==> config.mk <==
export PLATFORM = sky130hd
export DESIGN_NAME = reg_tag_hazard
export DESIGN_NICKNAME = d
export VERILOG_FILES = /design/src/rtl/rth_pkg.sv /design/src/rtl/rth_tag_alloc.sv /design/src/rtl/rth_pend_table.sv /design/src/rtl/rth_src_match.sv /design/src/rtl/reg_tag_hazard.sv
export SDC_FILE = /design/constraint.sdc
export NUM_CORES = 1
export LEC_CHECK = 0
export BUFFER_PORTS_ARGS = -buffer_cell sky130_fd_sc_hd__buf_2
export CORE_ASPECT_RATIO = 1.2
export CORE_MARGIN = 2
export CORE_UTILIZATION = 50
export DETAILED_ROUTE_END_ITERATION = 8
export PLACE_DENSITY = 0.75
export SLEW_MARGIN = 20
export SYNTH_ARGS = -nofsm -noshare
export SYNTH_HDL_FRONTEND = slang
export SYNTH_SLANG_ARGS = --single-unit
==> constraint.sdc <==
create_clock -name clk -period 3.91 [get_ports clk]
set_input_delay 0.782 -clock clk [delete_from_list [all_inputs] [get_ports clk]]
set_output_delay 0.782 -clock clk [all_outputs]
set_load 0.05 [all_outputs]
==> src/rtl/rth_pkg.sv <==
package rth_pkg;
   localparam int DEF_NUM_REGS = 64;
   localparam int DEF_TAG_W    = 2;
   localparam int DEF_NUM_SRC  = 3;

   function automatic bit is_pow2(input int v);
      return (v > 1) && ((v & (v - 1)) == 0);
   endfunction
endpackage

==> src/rtl/rth_tag_alloc.sv <==
module rth_tag_alloc #(
   parameter int TAG_W     = 2,
   parameter bit WB_BYPASS = 1'b1
) (
   input  logic             clk,
   input  logic             rst_n,
   input  logic             take,
   input  logic             wb_valid,
   input  logic [TAG_W-1:0] wb_tag,
   output logic [TAG_W-1:0] next_tag,
   output logic             next_busy
);
   localparam int NUM_TAGS = 1 << TAG_W;

   logic [NUM_TAGS-1:0] busy_q;
   logic [TAG_W-1:0]    ptr_q;
   logic                retiring;

   generate
      if (WB_BYPASS) begin : g_byp
         assign retiring = wb_valid && (wb_tag == ptr_q);
      end else begin : g_nobyp
         assign retiring = 1'b0;
      end
   endgenerate

   assign next_tag  = ptr_q;
   assign next_busy = busy_q[ptr_q] && !retiring;

   always_ff @(posedge clk or negedge rst_n) begin
      if (!rst_n) begin
         busy_q <= '0;
         ptr_q  <= '0;
      end else begin
         for (int t = 0; t < NUM_TAGS; t++) begin
            if (take && (ptr_q == TAG_W'(t)))
               busy_q[t] <= 1'b1;
            else if (wb_valid && (wb_tag == TAG_W'(t)))
               busy_q[t] <= 1'b0;
         end
         if (take)
            ptr_q <= ptr_q + TAG_W'(1);
      end
   end
endmodule

==> src/rtl/rth_pend_table.sv <==
module rth_pend_table #(
   parameter int NUM_REGS = 64,
   parameter int TAG_W    = 2
) (
   input  logic                             clk,
   input  logic                             rst_n,
   input  logic                             alloc_en,
   input  logic [$clog2(NUM_REGS)-1:0]      alloc_reg,
   input  logic [TAG_W-1:0]                 alloc_tag,
   input  logic                             wb_valid,
   input  logic [TAG_W-1:0]                 wb_tag,
   output logic [NUM_REGS-1:0]              pend,
   output logic [NUM_REGS-1:0][TAG_W-1:0]   ptag
);
   localparam int REG_W = $clog2(NUM_REGS);

   for (genvar r = 0; r < NUM_REGS; r++) begin : g_ent
      logic             pend_q;
      logic [TAG_W-1:0] tag_q;
      logic             set_r;
      logic             clr_r;

      assign set_r = alloc_en && (alloc_reg == REG_W'(r));
      assign clr_r = wb_valid && pend_q && (tag_q == wb_tag);

      always_ff @(posedge clk or negedge rst_n) begin
         if (!rst_n) begin
            pend_q <= 1'b0;
            tag_q  <= '0;
         end else if (set_r) begin
            pend_q <= 1'b1;
            tag_q  <= alloc_tag;
         end else if (clr_r) begin
            pend_q <= 1'b0;
         end
      end

      assign pend[r] = pend_q;
      assign ptag[r] = tag_q;
   end
endmodule

==> src/rtl/rth_src_match.sv <==
module rth_src_match #(
   parameter int NUM_REGS  = 64,
   parameter int TAG_W     = 2,
   parameter int NUM_SRC   = 3,
   parameter bit WB_BYPASS = 1'b1
) (
   input  logic [NUM_SRC-1:0]                        src_vld,
   input  logic [NUM_SRC-1:0][$clog2(NUM_REGS)-1:0]  src,
   input  logic [NUM_REGS-1:0]                       pend,
   input  logic [NUM_REGS-1:0][TAG_W-1:0]            ptag,
   input  logic                                      wb_valid,
   input  logic [TAG_W-1:0]                          wb_tag,
   output logic                                      hazard
);
   logic [NUM_SRC-1:0] hit;

   for (genvar i = 0; i < NUM_SRC; i++) begin : g_src
      logic             owed;
      logic [TAG_W-1:0] want;
      logic             rel;

      assign owed = pend[src[i]];
      assign want = ptag[src[i]];

      if (WB_BYPASS) begin : g_byp
         assign rel = wb_valid && (want == wb_tag);
      end else begin : g_nobyp
         assign rel = 1'b0;
      end

      assign hit[i] = src_vld[i] && owed && !rel;
   end

   assign hazard = |hit;
endmodule

==> src/rtl/reg_tag_hazard.sv <==
module reg_tag_hazard #(
   parameter int NUM_REGS  = rth_pkg::DEF_NUM_REGS,
   parameter int TAG_W     = rth_pkg::DEF_TAG_W,
   parameter int NUM_SRC   = rth_pkg::DEF_NUM_SRC,
   parameter bit WB_BYPASS = 1'b1
) (
   input  logic                                      clk,
   input  logic                                      rst_n,
   input  logic                                      iss_valid,
   input  logic [NUM_SRC-1:0]                        iss_src_vld,
   input  logic [NUM_SRC-1:0][$clog2(NUM_REGS)-1:0]  iss_src,
   input  logic                                      iss_dst_we,
   input  logic [$clog2(NUM_REGS)-1:0]               iss_dst,
   output logic                                      iss_stall,
   output logic [TAG_W-1:0]                          iss_tag,
   input  logic                                      wb_valid,
   input  logic [TAG_W-1:0]                          wb_tag
);
   if (!rth_pkg::is_pow2(NUM_REGS)) begin : g_bad_regs
      $error("NUM_REGS must be a power of two above 1");
   end
   if (TAG_W < 1 || TAG_W > 4) begin : g_bad_tag
      $error("TAG_W must be between 1 and 4");
   end
   if (NUM_SRC < 1) begin : g_bad_src
      $error("NUM_SRC must be at least 1");
   end

   logic                           src_hazard;
   logic                           tag_full;
   logic                           accept_wr;
   logic [TAG_W-1:0]               next_tag;
   logic [NUM_REGS-1:0]            pend;
   logic [NUM_REGS-1:0][TAG_W-1:0] ptag;

   rth_src_match #(
      .NUM_REGS (NUM_REGS),
      .TAG_W    (TAG_W),
      .NUM_SRC  (NUM_SRC),
      .WB_BYPASS(WB_BYPASS)
   ) u_match (
      .src_vld (iss_src_vld),
      .src     (iss_src),
      .pend    (pend),
      .ptag    (ptag),
      .wb_valid(wb_valid),
      .wb_tag  (wb_tag),
      .hazard  (src_hazard)
   );

   logic next_busy;

   rth_tag_alloc #(
      .TAG_W    (TAG_W),
      .WB_BYPASS(WB_BYPASS)
   ) u_alloc (
      .clk      (clk),
      .rst_n    (rst_n),
      .take     (accept_wr),
      .wb_valid (wb_valid),
      .wb_tag   (wb_tag),
      .next_tag (next_tag),
      .next_busy(next_busy)
   );

   assign tag_full  = iss_dst_we && next_busy;
   assign iss_stall = iss_valid && (src_hazard || tag_full);
   assign accept_wr = iss_valid && !iss_stall && iss_dst_we;
   assign iss_tag   = next_tag;

   rth_pend_table #(
      .NUM_REGS(NUM_REGS),
      .TAG_W   (TAG_W)
   ) u_table (
      .clk      (clk),
      .rst_n    (rst_n),
      .alloc_en (accept_wr),
      .alloc_reg(iss_dst),
      .alloc_tag(next_tag),
      .wb_valid (wb_valid),
      .wb_tag   (wb_tag),
      .pend     (pend),
      .ptag     (ptag)
   );
endmodule

# Word level (Yosys, flattened, before mapping)

Index checks and enable logic that the tools add are counted.
Widths: inputs -> output; s select.

Add/sub/neg operators: 1
$lt $le $gt $ge: 4
Equality and inequality tests: 137
Muxes and demuxes: 150
Reduce and logical (&&, ||, !) cells: 293

Operator list:

| operator            | count |
|---|---|
| $logic_and 1x1->1   | 215 |
| $eq 6x6->1 const B  | 32 |
| $mux 1              | 140 |
| $eq 2x2->1          | 68 |
| $reduce_bool 2->1   | 68 |
| $eq 6x5->1 const B  | 16 |
| $eq 6x4->1 const B  | 8 |
| $bmux 2 s6          | 3 |
| $eq 6x3->1 const B  | 4 |
| $lt 6x7->1 const B  | 3 |
| $bmux 1 s6          | 3 |
| $eq 6x2->1 const B  | 2 |
| $eq 2x2->1 const B  | 4 |
| $eq 6x1->1 const B  | 1 |
| $logic_not 6->1     | 1 |
| $mux 2              | 3 |
| $logic_not 1->1     | 5 |
| $eq 2x1->1 const B  | 2 |
| $logic_not 2->1     | 2 |
| $lt 2x3->1 const B  | 1 |
| $reduce_or 3->1     | 1 |
| $add 2x1->2 const B | 1 |
| $bmux 1 s2          | 1 |
| $logic_or 1x1->1    | 1 |

Flip-flop bits (word level): 198
Input bits: 34
Output and inout port bits: 3
Logic and storage cells: 718

# Depth between registers and ports, before layout

Word-level depth: 14
Gate-level depth with buffers: 14
Gate-level depth less buffers: 9

# By module

From an unflattened synthesis, not the netlist that was laid out.

Cell total of the unflattened synthesis: 1,143
Area, all modules: 14,629.0 µm²

By module, submodules not included:

| module         | instances | cells an instance | area an instance (µm²) | seq. area each (µm²) |
|---|---|---|---|---|
| rth_pend_table | 1         | 781               | 9,510.4                | 4,804.6 |
| rth_src_match  | 1         | 330               | 4,749.6                | 0.0 |
| rth_tag_alloc  | 1         | 29                | 345.3                  | 150.1 |
| reg_tag_hazard | 1         | 3                 | 23.8                   | 0.0 |

# Worst setup path after synthesis

No wires, ideal clock.

Path kind: input port to output port
From: input port iss_src[0] (netlist bit)
To: output port iss_stall
Arrival time: 3.646 ns
Path slack: -0.518 ns
Stages on the path: 13
Path buffers: 5
Path through: buf_4 -> buf_2 -> buf_2 -> mux4_2 -> nand3_1 -> nand4_1 -> a32oi_1 -> xnor2_1 -> nand2_1 -> o211ai_1 -> buf_2 -> buf_4 -> o21a_1

Longest elaborated chain between the ends: 9

RTL lines:

| item                         | line                 | source |
|---|---|---|
| start, declared              | reg_tag_hazard.sv:11 | `input logic [NUM_SRC-1:0][$clog2(NUM_REGS)-1:0] iss_src,` |
| $bmux 2 s6                   | rth_src_match.sv:23  | `assign want = ptag[src[i]];` |
| $mux 2 (not written as such) | rth_src_match.sv:23  |  |
| $eq 2x2->1                   | rth_src_match.sv:26  | `assign rel = wb_valid && (want == wb_tag);` |
| $logic_and 1x1->1            | rth_src_match.sv:26  |  |
| $logic_not 1->1              | rth_src_match.sv:31  | `assign hit[i] = src_vld[i] && owed && !rel;` |
| $logic_and 1x1->1 *          | rth_src_match.sv:31  |  |
| $reduce_or 3->1 *            | rth_src_match.sv:34  | `assign hazard = \|hit;` |
| $logic_or 1x1->1 *           | reg_tag_hazard.sv:67 | `assign iss_stall = iss_valid && (src_hazard \|\| tag_full);` |
| $logic_and 1x1->1 *          | reg_tag_hazard.sv:67 |  |
| end, declared                | reg_tag_hazard.sv:14 | `output logic iss_stall,` |

Mark *: on every way between the ends. The rest lies on a longest branch, timed or not. The select of a mux whose other input is x is not followed.

# Final worst setup path

From: input port iss_src[12] (netlist bit)
To: output port iss_stall

Same word-level chain as after synthesis.

==> impl_metrics.env <==
export IMPL_status="complete, but fails checks"
export IMPL_p_sw_frac=0.355
export IMPL_yosysUniqueCellTypes=63
export IMPL_start_util=0.510
export IMPL_pwr_share_comb=0.312
export IMPL_grt_pass1_vias=12000
export IMPL_ir_worst_vdd_mv=0.250
export IMPL_core_area_mm2=0.0288
export IMPL_path_buf_inv=4
export IMPL_hold_viol_final=0
export IMPL_switching_power_mw=2.31
export IMPL_yosysSeqAreaShare=0.337
export IMPL_grt_usage=0.331
export IMPL_tightest_slew_ns=1.01
export IMPL_wl_per_cell_um=28.9
export IMPL_placementRows=68
export IMPL_multi_input_area_mm2=0.00935
export IMPL_seqCellArea_mm2=0.00496
export IMPL_r2r_cells=11
export IMPL_vias=12000
export IMPL_fillers=2260
export IMPL_intPower_mw=4.19
export IMPL_setup_viol=1
export IMPL_p_per_area_mw_per_mm2=375
export IMPL_hpwl_mm=37.1
export IMPL_final_cell_mix="dfrtp_1, buf_4, xnor2_1"
export IMPL_critical_path_depth=10
export IMPL_synth_largest_area_cell="dfrtp_1"
export IMPL_cts_buffers=17
export IMPL_synth_edf_count=0
export IMPL_required_ns=3.13
export IMPL_max_slew_margin=0.329
export IMPL_fin_nets=1372
export IMPL_crit_path_start_kind="input pin"
export IMPL_drv_cap=0
export IMPL_cp_startpoint="iss_src[12]"
export IMPL_worst_slack_ns=-0.204
export IMPL_fin_util=0.602
export IMPL_crit_top_cell="mux4_2"
export IMPL_rsz0062_at_grt="true"
export IMPL_cpLargestDelayFamily="multiplexers"
export IMPL_ios=37
export IMPL_rr_startpoint="u_table.g_ent[43].pend_q"
export IMPL_syn_avg_cell_area_um2=12.3
export IMPL_fin_area_mm2=0.0173
export IMPL_die_x_um=161
export IMPL_drive_above_1_share=0.425
export IMPL_fmax_ghz=0.243
export IMPL_clockBufferDepth=2
export IMPL_syn_to_final_growth_pct=18.0
export IMPL_max_stage_delay_ns=0.54
export IMPL_die_y_um=192
export IMPL_crit_chain="buf_12 > buf_12 > mux4_2 > mux4_2 > mux4_2 > o311ai_2 > o211ai_1 > buf_4 > o21a_4 > buf_8"
export IMPL_clkTransAtPathRegs_ns=0.06
export IMPL_gr_total_overflow=0
export IMPL_drc=0
export IMPL_leakage_nw=7.70
export IMPL_cp_end_kind="output pin"
export IMPL_drtAntennaViolNets=0
export IMPL_worstPathMaxFanout=6
export IMPL_period_needed_ns=4.11
export IMPL_yosysTopAreaCellShare=0.337
export IMPL_synthCells=1197
export IMPL_drtIter0Drc=1410
export IMPL_syn_num_nets=1235
export IMPL_drv_slew=0
export IMPL_layout_cells_most_common="dfrtp_1"
export IMPL_p_clk_frac=0.278
export IMPL_clock_latency_ns=0.46
export IMPL_crit_arrival_ns=3.33
export IMPL_htreeDepth=4
export IMPL_dp_slack_ns=-0.421
export IMPL_synthArstFlopShare=1.00
export IMPL_dpl_cell_area_mm2=0.0163
export IMPL_grt_pass1_wl_mm=75.7
export IMPL_gp_congestion=1.09
export IMPL_cts_root_buf="clkbuf_16"
export IMPL_ys_flop_type="dfrtp_1"
export IMPL_clock_sinks=198
export IMPL_cpMaxStageDelayCell="mux4_2"
export IMPL_min_period_over_period=1.05
export IMPL_antenna_found_initial=0
export IMPL_clock_skew_ns=0.0187
export IMPL_hold_path_class="input pin to async pin"
export IMPL_cts_tree="built"
export IMPL_critical_path_class="input pin to output pin"
export IMPL_synth_area_mm2=0.0147
export IMPL_grt_max_degree=90
export IMPL_drtPass1Iterations=6
export IMPL_io_buffer_count=36
export IMPL_synth_seq_cells=198
export IMPL_yosysWarnings=0
export IMPL_synth_area_leaders="dfrtp_1, mux4_2, mux2_2, xnor2_1, mux2i_1"
export IMPL_p_seq_frac=0.409
export IMPL_via_per_inst=6.90
export IMPL_wirelength_mm=50.0
export IMPL_violations="negative setup slack"
export IMPL_dieArea_mm2=0.0308
-- cells by family (layout without fill, tap and decap cells) --
| logic type | count (synthesis) | count (layout) | synth area share |
|---|---|---|---|
| compound gates | 157 | 157 | 0.0820 |
| xor+xnor | 134 | 134 | 0.0798 |
| other cells | 0 | 1 | 0 |
| fa+ha+maj | 4 | 4 | 0.00340 |
| mux | 330 | 330 | 0.339 |
| flops | 198 | 198 | 0.337 |
| buf+inv | 104 | 254 | 0.0357 |
| simple gates | 270 | 270 | 0.123 |
-- synthesized netlist by cell type, types with 5 or more instances --
master      n
nor3_1     20
buf_1      14
a221oi_1    5
inv_1       8
buf_6      11
a21o_1     64
nand2_1    32
nor4_1      6
buf_4       8
nor2_1     19
nand3b_1    8
clkbuf_1   45
xnor2_1   133
nor3_4     20
buf_2      17
mux2_2    120
nand2b_1    9
o22ai_1    22
o221ai_1    7
dfrtp_1   198
a22oi_1    14
nor3_2     33
nor2b_1    12
nand3_1    86
mux4_2    119
mux2i_1    62
mux2_1     29
-- final timing paths --
| kind | endpoint | slack (ns) |
|---|---|---|
| min in group clk | u_alloc.busy_q[2] | 0.50 |
| worst max-delay path | iss_stall | -0.20 |
| max in group asynchronous | u_table.g_ent[8].pend_q | 2.53 |
| worst max register to register | u_table.g_ent[34].tag_q[0] | 0.26 |
| worst min register to register | u_alloc.busy_q[2] | 0.50 |
| worst min-delay path | u_table.g_ent[52].pend_q | 0.30 |
-- layout make-up --
type	count	share of cell area
multi-input combinational	895	0.539
sequential	198	0.286
timing repair buffer	213	0.111
tap	385	0.0278
clock buffer	20	0.0257
clock inverter	12	0.00822
inverter	9	0.00209
antenna	1	0.000144
-- state kept, by name, summed over array words and instances, names as in the netlist --
signal                count
u_alloc.busy_q            4
u_table.g_ent.pend_q     64
u_alloc.next_tag          2
u_table.g_ent.tag_q     128
-- routing by layer --
layer	vias up	part of all wire	track usage
met5	-	0	0
met4	0	0.073	0.203
met3	186	0.086	0.0553
met2	770	0.48	0.547
met1	6101	0.36	0.410
li1	4900	-	-
-- timing repair --
item,4_1_cts,5_1_grt
hold buffers,0,0
gates resized for setup,22,21
endpoints found under the setup margin,1,49
buffers inserted,6,8
pin swaps,3,5
gates cloned,3,1
-- power groups by stage --
stage                     sequential, mW  combinational, mW  clock [mW]
after floorplan                     2.57               1.31           0
after global placement              2.66               1.89           0
after detailed placement            2.68               1.93           0
after CTS                           2.64               1.98        1.84
after global routing                2.68               2.16        1.92
final                               2.66               2.03        1.81
-- worst register-to-register path: stages (launching register included) --
cell and delay [ns]:
dfrtp_1 0.44, mux4_2 0.50, mux4_2 0.54, mux4_2 0.49, o311ai_2 0.08, o211ai_1 0.16, buf_4 0.18, buf_4 0.15
buf_12 0.16, nor3_1 0.32, buf_4 0.19, mux2_2 0.32
-- through the flow --
stage	TNS (ns)	total power, mW	std cells	hold slack (ns)
after floorplan	-0.149	3.88	1197	0.461
after global placement	-33.43	4.54	1682	0.479
after detailed placement	-43.81	4.61	1682	0.484
after CTS	-0.194	6.46	1723	0.298
after global routing	-0.249	6.75	1732	0.326
final	-0.204	6.50	1733	0.296
Power figures use the tool's default switching activity.
